## src/rtl/wdog_pkg.sv

```systemverilog
// Shared definitions for the watchdog: state encoding and register word indices.
package wdog_pkg;
    typedef enum logic [1:0] {ST_IDLE, ST_RUN, ST_EXP, ST_RST} wd_state_t;

    localparam int unsigned A_START   = 0;
    localparam int unsigned A_STAT    = 1;
    localparam int unsigned A_EVT     = 2;
    localparam int unsigned A_IEN_SET = 3;
    localparam int unsigned A_IEN_CLR = 4;
    localparam int unsigned A_LIMIT   = 5;
    localparam int unsigned A_CFG     = 6;
    localparam int unsigned A_CHEN    = 7;
    localparam int unsigned A_KEY0    = 8;
endpackage

```

## src/rtl/wdog_regs.sv

```systemverilog
// Register file and bus decode of the watchdog.
// Holds limit, config, channel enables, interrupt enable and the timeout event.
// Assumes single-cycle writes; reads are combinational on bus_addr.
module wdog_regs
    import wdog_pkg::*;
#(
    parameter int unsigned NCH       = 4,
    parameter int unsigned ADDR_W    = 4,
    parameter logic [31:0] LIMIT_RST = 32'h0000_0FFF
) (
    input  logic              clk,
    input  logic              rst_n,
    input  logic              bus_wr,
    input  logic [ADDR_W-1:0] bus_addr,
    input  logic [31:0]       bus_wdata,
    output logic [31:0]       bus_rdata,
    input  logic              running,
    input  logic              expire,
    output logic              start_req,
    output logic [31:0]       crv,
    output logic              run_sleep,
    output logic              run_halt,
    output logic [NCH-1:0]    chen,
    output logic              irq
);
    logic [31:0]    crv_q;
    logic [1:0]     cfg_q;
    logic [NCH-1:0] chen_q;
    logic           ien_q;
    logic           evt_q;

    function automatic logic hit(input logic [ADDR_W-1:0] a, input int unsigned idx);
        return a == ADDR_W'(idx);
    endfunction

    // Start task pulse: a write of bit0 = 1 to the start register
    assign start_req = bus_wr && hit(bus_addr, A_START) && bus_wdata[0];

    // Configuration registers, frozen while the watchdog runs
    always_ff @(posedge clk) begin
        if (!rst_n) begin
            crv_q  <= LIMIT_RST;
            cfg_q  <= 2'b11;
            chen_q <= NCH'(1);
        end else if (bus_wr && !running) begin
            if (hit(bus_addr, A_LIMIT)) crv_q  <= bus_wdata;
            if (hit(bus_addr, A_CFG))   cfg_q  <= bus_wdata[1:0];
            if (hit(bus_addr, A_CHEN))  chen_q <= bus_wdata[NCH-1:0];
        end
    end

    // Interrupt enable: set and clear through separate registers
    always_ff @(posedge clk) begin
        if (!rst_n) begin
            ien_q <= 1'b0;
        end else if (bus_wr && bus_wdata[0]) begin
            if (hit(bus_addr, A_IEN_SET))      ien_q <= 1'b1;
            else if (hit(bus_addr, A_IEN_CLR)) ien_q <= 1'b0;
        end
    end

    // Timeout event flag: set on expiry (wins), cleared by writing 0
    always_ff @(posedge clk) begin
        if (!rst_n) begin
            evt_q <= 1'b0;
        end else if (expire) begin
            evt_q <= 1'b1;
        end else if (bus_wr && hit(bus_addr, A_EVT) && !bus_wdata[0]) begin
            evt_q <= 1'b0;
        end
    end

    // Read multiplexer
    always_comb begin
        bus_rdata = '0;
        if (hit(bus_addr, A_STAT))         bus_rdata[0] = running;
        else if (hit(bus_addr, A_EVT))     bus_rdata[0] = evt_q;
        else if (hit(bus_addr, A_IEN_SET) || hit(bus_addr, A_IEN_CLR)) bus_rdata[0] = ien_q;
        else if (hit(bus_addr, A_LIMIT))   bus_rdata = crv_q;
        else if (hit(bus_addr, A_CFG))     bus_rdata[1:0] = cfg_q;
        else if (hit(bus_addr, A_CHEN))    bus_rdata[NCH-1:0] = chen_q;
    end

    assign crv       = crv_q;
    assign run_sleep = cfg_q[0];
    assign run_halt  = cfg_q[1];
    assign chen      = chen_q;
    assign irq       = evt_q && ien_q;


    cfg_lock_chk: assert property (@(posedge clk) disable iff (!rst_n)
        running |=> ($stable(crv_q) && $stable(cfg_q) && $stable(chen_q)));


    evt_clear_chk: assert property (@(posedge clk) disable iff (!rst_n)
        $fell(evt_q) |-> $past(bus_wr && hit(bus_addr, A_EVT) && !bus_wdata[0]));
endmodule

```

## src/rtl/wdog_reload.sv

```systemverilog
// Reload-request collector: records which enabled channels received the key
// and raises reload_acc once all enabled channels have done so.
// Assumes chen is stable while armed (the register file locks it).
module wdog_reload
    import wdog_pkg::*;
#(
    parameter int unsigned NCH        = 4,
    parameter int unsigned ADDR_W     = 4,
    parameter logic [31:0] RELOAD_KEY = 32'hC3A5_0F96
) (
    input  logic              clk,
    input  logic              rst_n,
    input  logic              bus_wr,
    input  logic [ADDR_W-1:0] bus_addr,
    input  logic [31:0]       bus_wdata,
    input  logic [NCH-1:0]    chen,
    input  logic              armed,
    output logic              reload_acc
);
    logic [NCH-1:0] hit_vec;
    logic [NCH-1:0] pend_q;
    logic [NCH-1:0] seen;
    logic           key_ok;

    assign key_ok = bus_wr && armed && (bus_wdata == RELOAD_KEY);

    // One decoder per reload channel
    for (genvar k = 0; k < NCH; k++) begin : g_ch
        assign hit_vec[k] = key_ok && chen[k] &&
                            (bus_addr == ADDR_W'(A_KEY0 + k));
    end

    assign seen       = pend_q | hit_vec;
    assign reload_acc = (|hit_vec) && ((seen & chen) == chen);

    // Pending record: accumulate keyed channels, clear on an accepted reload
    always_ff @(posedge clk) begin
        if (!rst_n || !armed)  pend_q <= '0;
        else if (reload_acc)   pend_q <= '0;
        else                   pend_q <= seen;
    end


    pend_partial_chk: assert property (@(posedge clk) disable iff (!rst_n)
        reload_acc |=> (pend_q == '0));
endmodule

```

## src/rtl/wdog_core.sv

```systemverilog
// Counter and expiry sequencer. Counts qualified slow ticks down from the
// limit, flags expiry, then asserts the system reset RST_DELAY raw ticks later.
// Assumes tick_i is a single-cycle pulse.
module wdog_core
    import wdog_pkg::*;
#(
    parameter int unsigned RST_DELAY = 2
) (
    input  logic        clk,
    input  logic        rst_n,
    input  logic        start_req,
    input  logic        reload_acc,
    input  logic        tick_i,
    input  logic        cpu_sleep_i,
    input  logic        dbg_halt_i,
    input  logic        run_sleep,
    input  logic        run_halt,
    input  logic [31:0] crv,
    output logic        running,
    output logic        armed,
    output logic        expire,
    output logic        sys_rst
);
    localparam int unsigned DLY_W = $clog2(RST_DELAY + 1);

    wd_state_t        state;
    logic [31:0]      cnt;
    logic [DLY_W-1:0] dly;
    logic             cnt_tick;

    // Qualified tick: dropped while paused by sleep or halt
    assign cnt_tick = tick_i && !(cpu_sleep_i && !run_sleep)
                             && !(dbg_halt_i && !run_halt);

    assign running = (state != ST_IDLE);
    assign armed   = (state == ST_RUN);
    assign expire  = armed && cnt_tick && (cnt == '0) && !reload_acc;
    assign sys_rst = (state == ST_RST);

    // State, down-counter and reset-delay sequencing
    always_ff @(posedge clk) begin
        if (!rst_n) begin
            state <= ST_IDLE;
            cnt   <= '0;
            dly   <= '0;
        end else begin
            case (state)
                ST_IDLE: if (start_req) begin
                    state <= ST_RUN;
                    cnt   <= crv;
                end
                ST_RUN: begin
                    if (reload_acc) begin
                        cnt <= crv;
                    end else if (cnt_tick) begin
                        if (cnt == '0) begin
                            state <= ST_EXP;
                            dly   <= '0;
                        end else begin
                            cnt <= cnt - 32'd1;
                        end
                    end
                end
                ST_EXP: if (tick_i) begin
                    dly <= dly + DLY_W'(1);
                    if (dly == DLY_W'(RST_DELAY - 1)) state <= ST_RST;
                end
                default: state <= ST_RST;
            endcase
        end
    end


    run_sticky_chk: assert property (@(posedge clk) disable iff (!rst_n)
        running |=> running);


    cnt_hold_chk: assert property (@(posedge clk) disable iff (!rst_n)
        (armed && !cnt_tick && !reload_acc) |=> $stable(cnt));


    rst_sticky_chk: assert property (@(posedge clk) disable iff (!rst_n)
        sys_rst |=> sys_rst);
endmodule

```

## src/rtl/wdog_top.sv

```systemverilog
// Top level of the slow-clock watchdog: register file, reload collector and
// counter core. Assumes tick_i is synchronous to clk, one cycle wide.
module wdog_top #(
    parameter int unsigned NCH        = 4,
    parameter int unsigned ADDR_W     = 4,
    parameter int unsigned RST_DELAY  = 2,
    parameter logic [31:0] RELOAD_KEY = 32'hC3A5_0F96,
    parameter logic [31:0] LIMIT_RST  = 32'h0000_0FFF
) (
    input  logic              clk,
    input  logic              rst_n,
    input  logic              tick_i,
    input  logic              cpu_sleep_i,
    input  logic              dbg_halt_i,
    input  logic              bus_wr_i,
    input  logic [ADDR_W-1:0] bus_addr_i,
    input  logic [31:0]       bus_wdata_i,
    output logic [31:0]       bus_rdata_o,
    output logic              irq_o,
    output logic              sys_rst_o
);
    logic           start_req, running, armed, expire, reload_acc;
    logic           run_sleep, run_halt;
    logic [31:0]    crv;
    logic [NCH-1:0] chen;

    wdog_regs #(.NCH(NCH), .ADDR_W(ADDR_W), .LIMIT_RST(LIMIT_RST)) u_regs (
        .clk(clk), .rst_n(rst_n), .bus_wr(bus_wr_i), .bus_addr(bus_addr_i),
        .bus_wdata(bus_wdata_i), .bus_rdata(bus_rdata_o), .running(running),
        .expire(expire), .start_req(start_req), .crv(crv),
        .run_sleep(run_sleep), .run_halt(run_halt), .chen(chen), .irq(irq_o)
    );

    wdog_reload #(.NCH(NCH), .ADDR_W(ADDR_W), .RELOAD_KEY(RELOAD_KEY)) u_reload (
        .clk(clk), .rst_n(rst_n), .bus_wr(bus_wr_i), .bus_addr(bus_addr_i),
        .bus_wdata(bus_wdata_i), .chen(chen), .armed(armed),
        .reload_acc(reload_acc)
    );

    wdog_core #(.RST_DELAY(RST_DELAY)) u_core (
        .clk(clk), .rst_n(rst_n), .start_req(start_req), .reload_acc(reload_acc),
        .tick_i(tick_i), .cpu_sleep_i(cpu_sleep_i), .dbg_halt_i(dbg_halt_i),
        .run_sleep(run_sleep), .run_halt(run_halt), .crv(crv),
        .running(running), .armed(armed), .expire(expire), .sys_rst(sys_rst_o)
    );


    rst_tick_chk: assert property (@(posedge clk) disable iff (!rst_n)
        $rose(sys_rst_o) |-> $past(tick_i));
endmodule

```

## config.mk

```make
export PLATFORM = sky130hd
export DESIGN_NAME = wdog_top
export DESIGN_NICKNAME = d
export VERILOG_FILES = /design/src/rtl/wdog_pkg.sv /design/src/rtl/wdog_regs.sv /design/src/rtl/wdog_reload.sv /design/src/rtl/wdog_core.sv /design/src/rtl/wdog_top.sv
export SDC_FILE = /design/constraint.sdc
export NUM_CORES = 1
export LEC_CHECK = 0
export ABC_CLOCK_PERIOD_IN_PS = 2400
export CAP_MARGIN = 20
export CORE_MARGIN = 4
export CORE_UTILIZATION = 48
export DETAILED_ROUTE_END_ITERATION = 16
export PLACE_DENSITY = 0.84
export SLEW_MARGIN = 5
export SYNTH_ARGS = -nofsm -noshare
export SYNTH_HDL_FRONTEND = slang
export SYNTH_SLANG_ARGS = --single-unit
```

## constraint.sdc

```tcl
create_clock -name clk -period 2.4 [get_ports clk]
set_input_delay 0.24 -clock clk [delete_from_list [all_inputs] [get_ports clk]]
set_output_delay 0.24 -clock clk [all_outputs]
set_load 0.03 [all_outputs]
```

After elaboration in Yosys (flattened, before gate mapping)
Cells that the tools add are included.
Widths: inputs -> output; s select.
{"block": "word_totals", "input_bits": 42, "reg_bits": 80, "elab_cells": 123, "output_inout_bits": 34}
{"block": "op_classes", "eq_ne": 25, "muxes": 32, "bitwise": 2, "n_addsub": 2, "n_reduce_logical": 53}
{"cell": "$mux 32", "count": 4}
{"cell": "$mux 31", "count": 3}
{"cell": "$pmux 32 s2", "count": 1}
{"cell": "$eq 32x32->1 const B", "count": 1}
{"cell": "$logic_not 32->1", "count": 1}
{"cell": "$sub 32x1->32 const B", "count": 1}
{"cell": "$mux 28", "count": 1}
{"cell": "$logic_and 1x1->1", "count": 25}
{"cell": "$mux 2", "count": 12}
{"cell": "$eq 4x3->1 const B", "count": 4}
{"cell": "$eq 4x4->1 const B", "count": 4}
{"cell": "$ne 2x2->1 const B", "count": 5}
{"cell": "$reduce_bool 2->1", "count": 5}
{"cell": "$logic_not 1->1", "count": 9}
{"cell": "$eq 4x2->1 const B", "count": 2}
{"cell": "$mux 4", "count": 2}
{"cell": "$reduce_and 2->1", "count": 4}
{"cell": "$mux 1", "count": 7}
{"cell": "$ne 3x2->1 const B", "count": 2}
{"cell": "$pmux 2 s3", "count": 1}
{"cell": "$reduce_and 6->1", "count": 1}
{"cell": "$reduce_and 5->1", "count": 1}
{"cell": "$and 4x4->4", "count": 1}
{"cell": "$eq 2x1->1 const B", "count": 2}
{"cell": "other kinds (13)", "count": 15}

Depth between registers and ports, before layout
Gate-level depths: netlist of run 1.
{"block": "logic_depth", "word_depth": 12, "ltp_mapped": 10, "ltp_nobuf": 9}

Cells and area by module
A second synthesis of run 1 with hierarchy kept.
{"block": "unflattened", "cells_unflattened": 644, "area_unflattened_um2": 4996.0}
{"mod": "wdog_core", "cells_per_inst": 364, "area_per_inst_um2": 2655.0, "instances": 1, "seq_area_each_um2": 720.7}
{"mod": "wdog_regs", "cells_per_inst": 235, "area_per_inst_um2": 1979.4, "instances": 1, "seq_area_each_um2": 800.8}
{"mod": "wdog_reload", "cells_per_inst": 45, "area_per_inst_um2": 361.6, "instances": 1, "seq_area_each_um2": 80.1}

Worst setup path after synthesis of run 1
No wires, ideal clock.
{"block": "synth_path", "path_kind": "reg2reg", "from": "register u_core.cnt[0]", "to": "register u_core.cnt[23]", "setup_time_ns": 0.125, "arrival_ns": 2.285, "required_time_ns": 2.275, "setup_slack_ns": -0.010, "path_buffers": 1, "period_less_slack_ns": 2.410, "stages_incl_launch_ff": 11, "cell_sequence": "dfxtp_1 inv_1 ha_1 nor4b_2 and4_1 and4_1 a21oi_1 clkbuf_1 o21ai_0 a21oi_1 o32ai_1"}
{"block": "synth_between", "elab_chain_len": 5, "elab_cells_between_ends": 8, "classes_between": "add/sub (1); eq/ne (1); mux (4); reduce/logical (2)"}
{"element": "start: declaration", "line_no": "wdog_core.sv:27", "source": "logic [31:0] cnt;"}
{"element": "start signal: assignment", "line_no": "wdog_core.sv:50", "source": "cnt <= crv;"}
{"element": "start signal: assignment", "line_no": "wdog_core.sv:54", "source": "cnt <= crv;"}
{"element": "start signal: assignment", "line_no": "wdog_core.sv:60", "source": "cnt <= cnt - 32'd1;"}
{"element": "$sub 32x1->32", "line_no": "wdog_core.sv:60"}
{"element": "$mux 32", "line_no": "wdog_core.sv:56", "source": "if (cnt == '0) begin"}
{"element": "$mux 32", "line_no": "wdog_core.sv:55", "source": "end else if (cnt_tick) begin"}
{"element": "$mux 32", "line_no": "wdog_core.sv:53", "source": "if (reload_acc) begin"}
{"element": "$pmux 32 s2", "line_no": "wdog_core.sv:47", "source": "case (state)"}
Parallel ways exist; a longest one is shown, timed or not. The select of a mux whose other input is x is not followed.
A chain may end at the register's enable or synchronous reset.

Worst setup path after layout of run 1
{"block": "layout_path", "from": "input port bus_addr_i[3]", "to": "register u_core.cnt[16]"}
{"block": "layout_between", "elab_chain_len": 8, "elab_cells_between_ends": 22, "classes_between": "eq/ne (8); mux (2); bitwise (2); reduce/logical (10)"}
{"element": "start: declaration", "line_no": "wdog_top.sv:16", "source": "input logic [ADDR_W-1:0] bus_addr_i,"}
{"element": "$eq 4x4->1", "line_no": "wdog_reload.sv:30", "source": "(bus_addr == ADDR_W'(A_KEY0 + k));"}
{"element": "$logic_and 1x1->1", "line_no": "wdog_reload.sv:29", "source": "assign hit_vec[k] = key_ok && chen[k] &&"}
{"element": "$or 4x4->4", "line_no": "wdog_reload.sv:33", "source": "assign seen = pend_q | hit_vec;"}
{"element": "$and 4x4->4", "line_no": "wdog_reload.sv:34", "source": "assign reload_acc = (|hit_vec) && ((seen & chen) == chen);"}
{"element": "$eq 4x4->1", "line_no": "wdog_reload.sv:34"}
{"element": "$logic_and 1x1->1", "line_no": "wdog_reload.sv:34"}
{"element": "$ne 3x2->1 (no source line) / $mux 32 (equally long branches)"}
{"element": "$reduce_and 4->1 (no source line) / $pmux 32 s2 (equally long branches)"}
Parallel ways exist; a longest one is shown, timed or not.

==> results.cfg, run 1 <==
[timing]
layout_worst_path_cycle_share_pct = 99.04
max_slew_margin_pct = 65.90
clock.fmax_ghz = 0.4207
fin_setup_tns_ps = 0
hold_slack_ps = 179.7
rsz0062_at_grt = yes
worst-slew-pin-transition_ps = 511.5
slew_viol_final = 0
final_hold_viol_count = 0
setup_ws_ps = 23.11
setup_viol_count_final = 0
skew_ps = 11.14
min_period_ps = 2377

[logic_synthesis]
synth_edf_count = 0
ys_seq_area_share_pct = 35.63
synthFlopType = dfxtp_1
synthesis.nets = 662
yosysWarnings = 0
async_flop_share_pct = 0
syn-instance-count = 618
synth_area_sq_um = 4494
syn_avg_cell_area_sq_um = 7.272
synth_cell_types = 58
synth_seq_cells = 80

[global_routing]
grt_max_degree = 44
grt_pass1_wl_mm = 24.65
antenna_found_initial = 0
grt_overflow = 0
grt_pass1_vias = 5215
grt_usage_pct = 27.37

[setup_path]
cp.required_ps = 2650
startpoint_type = input pin
cp-startpoint = bus_addr_i[3]
path_class = input pin to register
cp.arrival_ps = 2620
worst-path-max-fanout = 6
setup.worst_path.end_class = register
r2r_start = u_core.cnt[0]

[die]
dieArea_sq_um = 10980
start_util_pct = 48.87
ios = 76
coreArea_sq_um = 9196
die_h_microns = 104.8
fp-row-count = 35
fp.dieW_microns = 104.8

[cells_and_area]
final.fill_count = 731
drive_gt1_share_pct = 21.94
layout_common_cells = buf_4, nand2_1, dfxtp_1, a21oi_1, nor2_1
area_growth_pct = 37.31
design_area_sq_um = 6171
layout_commonest_cell = buf_4
n_antenna_cell = 0
nNetsFinal = 800

[detailed_routing]
vias = 5329
drt_drc_violations_left = 0
wl_mm = 15.48
viasPerCell = 6.111
avgRoutedWirePerCell_microns = 17.75
drt-initial-drc-count = 626
drtPass1Iterations = 6
antenna_left = 0

[power_and_ir_drop]
irDropWorstVdd_v = 0.0003185
powerDensity_nw_per_um2 = 493.5
p_leak_nw = 2.706
power_mw = 3.045

[run]
maxCapViolations = 0

[run_status]
status = finished, final reports clean

[worst_hold_path]
min_path_type = input pin to register
min_from = bus_wdata_i[4]

[cts]
cts_sinks = 80
cts.clk_slew.worst_paths_ps = 80
clk_latency_ps = 360
cts_tree = done
cts_buffer_depth = 2
cts-htree-levels = 3
cts_buffers = 9
cts_root_buf = clkbuf_8

[placed_design]
portBuffers = 75
pre_cts_ws_ps = -396.4
place.gp.congestion = 0.9260
dpl_cell_area_sq_um = 5822
dp_hpwl_mm = 11.16
path summary, 6_finish.rpt:
kind	end	slack [ps]	cells after the start
max reg2reg	u_core.cnt[20]	90	10
max	u_core.cnt[16]	20	10
min	u_regs.crv[4]	180	3
min reg2reg	u_core.cnt[13]	480	2
kinds of logic (layout without fill, tap and decap cells):
logic type               count (synthesis)  in the layout  synth area share [%]
flip-flops                              80             80                 35.63
adder cells (fa/ha/maj)                  2              2                0.5567
AO/OA/AOI/OAI                          169            169                 22.49
buffers and inverters                   50            193                 4.482
AND/OR/NAND/NOR                        304            304                 33.80
multiplexers                            13             13                 3.035
synth_stat cells (4+ instances only):
master / number / area (sq um)
or2_2: 4 / 25.02
a21oi_1: 76 / 380.4
mux2_2: 4 / 45.04
nor2b_1: 6 / 37.54
and3_1: 35 / 219.0
nand3_1: 26 / 130.1
clkbuf_1: 33 / 123.9
nor4_1: 7 / 43.79
a21o_1: 7 / 52.55
inv_1: 9 / 33.78
buf_2: 5 / 25.02
nor3_1: 16 / 80.08
nor2_1: 49 / 183.9
or3_1: 5 / 31.28
dfxtp_1: 80 / 1602
or4_1: 5 / 37.54
mux2i_1: 8 / 80.08
a31o_2: 4 / 35.03
and2_1: 8 / 50.05
o22ai_1: 12 / 75.07
nand4_1: 7 / 43.79
nand2b_1: 6 / 37.54
nand2_1: 113 / 424.2
o211ai_1: 9 / 67.56
a31oi_1: 10 / 62.56
o21ai_0: 29 / 145.1
metal layers:
metal,up-vias,track usage (%),routed length [microns]
met3,46,4.941,1299
met1,2490,34.76,6609
met2,290,45.10,7062
met4,0,12.56,510
met5,-,0,0
li1,2503,-,-
cell type report:
class                      instances  area, sq um  area share [%]
timing repair buffer             167         1418           22.97
tap                              111        138.9           2.251
sequential                        80         1602           25.95
multi-input combinational        488         2763           44.77
clock buffer                      11        131.4           2.129
inverter                          10        37.54          0.6083
clock inverter                     5        81.33           1.318
flip-flops by register name, indices dropped and copies added, names as in the netlist:
register and flops:
u_regs.crv 32, u_regs.ien_q 1, u_regs.evt_q 1, u_core.state 2, u_core.cnt 32, u_regs.cfg_q 2
u_core.dly 2, u_reload.pend_q 4, u_regs.chen 4
power breakdown:
part	switching [mW]	internal [mW]
sequential	0.0177	1.34
clock	0.505	0.587
combinational	0.324	0.269
total	0.846	2.20
critical path, stage by stage:
cell and delay [ps]:
clkdlybuf4s50_1 510, nand2_2 80, or4b_4 500, nor4_4 270, buf_4 180, a31o_4 190, o21ai_4 70, buf_4 150
buf_4 140, o221a_2 270
stage by stage:
stage / instances / utilization, %
6_report: 872 / 67.10
5_1_grt: 872 / 67.10
4_1_cts: 869 / 66.18
3_5_place_dp: 849 / 63.31
3_3_place_gp: 849 / 63.31
2_1_floorplan: 618 / -
repair_timing:
| action | in CTS | in global routing |
|---|---|---|
| buffers inserted | 4 | 3 |
| resized for setup | 3 | 16 |
| endpoints found under the hold margin | 0 | 0 |
| endpoints found under the setup margin | 18 | 36 |
| pin swaps | 2 | 8 |
| hold buffers | 0 | 0 |
Note: power is estimated with default switching activity, not from simulation.
==> run 2, diff against run 1 <==
CORE_MARGIN = unset   (was 4)
SKIP_CTS_REPAIR_TIMING = 1   (was unset)
==> run 2 against run 1 <==
  * Cell count increased by 0.46%
  * Critical path depth up 1
  * Utilization increased by 5.0 points
  * Die area down 11%
  * Clock skew barely moved
  * Sequential share of layout area is 0.93 points lower
  * Setup slack got worse by 11 ps
  * Register-to-register slack got worse by 20 ps
  * Total power increased by 6.5%
  * Largest power group unchanged
  * Hold slack got worse by 32 ps
==> results.cfg, run 2 (synthesis results as in run 1) <==
[run]
maxCapViolations = 0

[timing]
final_hold_viol_count = 0
max_slew_margin_pct = 73.21
hold_slack_ps = 147.7
skew_ps = 11.08
min_period_ps = 2388
slew_viol_final = 0
rsz0062_at_grt = yes
fin_setup_tns_ps = 0
worst-slew-pin-transition_ps = 391.8
clock.fmax_ghz = 0.4188
setup_viol_count_final = 0
layout_worst_path_cycle_share_pct = 99.49

[cts]
cts_root_buf = clkbuf_8
cts.clk_slew.worst_paths_ps = 90
clk_latency_ps = 370
cts_buffers = 9
cts_tree = done
cts_buffer_depth = 2
cts-htree-levels = 3
cts_sinks = 80

[power_and_ir_drop]
powerDensity_nw_per_um2 = 505.7
p_leak_nw = 2.853
power_mw = 3.242
p_comb_share_pct = 19.1
irDropWorstVdd_v = 0.0003468
switchingPower_mw = 0.8913
switching_share_pct = 27.49
power.share.clock_pct = 38.9
p_int_mw = 2.351
seq_power_share_pct = 42.0

[worst_hold_path]
min_to = u_regs.crv[24]
min_path_type = input pin to register
min_from = bus_wdata_i[24]
whs_path_depth = 3

[cells_and_area]
post-route-util_pct = 72.11
layout_common_cells = buf_4, nand2_1, dfxtp_1, a21oi_1, nor2_1
n_antenna_cell = 0
drive_gt1_share_pct = 24.09
area_growth_pct = 42.65
layout_commonest_cell = buf_4
nNetsFinal = 807

[setup_path]
setup.worst_path.end_class = register
startpoint_type = input pin
worst-path-max-fanout = 10
cp-startpoint = bus_wdata_i[13]
r2r_start = u_regs.chen[2]
ff2ff_path_depth = 8
reg2reg_to = u_core.cnt[24]
r2r_setup_slack_ps = 70
path_class = input pin to register
cp.arrival_ps = 2670
cp.required_ps = 2690

[placed_design]
dp_hpwl_mm = 11.31
place.gp.congestion = 0.9433
portBuffers = 75

[global_routing]
grt_overflow = 0
grt_max_degree = 33
antenna_found_initial = 0
grt_usage_pct = 31.52
grt_pass1_wl_mm = 24.35
grt_pass1_vias = 4863

[detailed_routing]
viasPerCell = 6.148
vias = 5386
drt-initial-drc-count = 556
avgRoutedWirePerCell_microns = 18.48
wl_mm = 16.19
antenna_left = 0
drt_drc_violations_left = 0
drtPass1Iterations = 5

[die]
fp-row-count = 34
fp.dieW_microns = 98.77
ios = 76
coreArea_sq_um = 8891
dieArea_sq_um = 9755
die_h_microns = 98.77
start_util_pct = 50.55

[run_status]
status = finished, final reports clean
## run 2: cell types whose count changed in the layout (fill, tap and decap cells not counted), sizes merged
cell	previous run	this run
buf	124	128
bufinv	2	3
clkbuf	11	13
clkdlybuf4s50	37	36
clkinv	3	2
dlymetal6s2s	6	7
inv	9	10
## run 2: per-stage QoR
stage / setup WS (ps) / instances / instance area [sq um]
finish: 12.35 / 876 / 6411
global route: -33.72 / 876 / 6411
CTS: -107.0 / 863 / 6076
detailed placement: -386.1 / 847 / 5823
global placement: -346.1 / 847 / 5823
floorplan: 23.39 / 618 / 4498
## run 2: worst max path at each step
stage,cells after the start,endpoint
final,11,u_core.cnt[12]
after detailed placement,9,u_core.cnt[28]
after floorplan,8,u_core.cnt[24]
after global routing,11,u_core.cnt[25]
after global placement,9,u_core.cnt[28]
after CTS,11,bus_rdata_o[0]
## run 2: power groups by stage
stage / sequential (mW) / combinational (mW) / clock, mW
2_1_floorplan: 1.39 / 0.277 / 0
3_5_place_dp: 1.39 / 0.556 / 0
4_1_cts: 1.36 / 0.560 / 1.25
3_3_place_gp: 1.39 / 0.547 / 0
6_report: 1.36 / 0.619 / 1.26
5_1_grt: 1.36 / 0.658 / 1.33
## run 2: worst max-delay path: stages
cell and delay (ps):
clkdlybuf4s50_1 420, nor4b_1 400, buf_4 200, nand2_1 80
nor4_4 330, buf_4 180, a31o_4 260, buf_12 150
nand2_1 80, o41a_1 130, o22ai_1 190
## run 2: layout make-up
| type | instances | area (sq um) |
|---|---|---|
| Clock buffer | 10 | 137.6 |
| Multi-Input combinational cell | 488 | 2829 |
| Timing Repair Buffer | 174 | 1553 |
| Clock inverter | 6 | 115.1 |
| Sequential cell | 80 | 1604 |
| Fill cell | 692 | 2480 |
| Inverter | 10 | 37.54 |
| Tap cell | 108 | 135.1 |
## run 2: per-layer routing
metal,track usage [%],vias up,routed length (microns)
met1,42.78,2516,6967
met3,3.830,35,1382
met5,0,-,0
met2,51.96,323,7502
li1,-,2512,-
met4,10.45,0,333
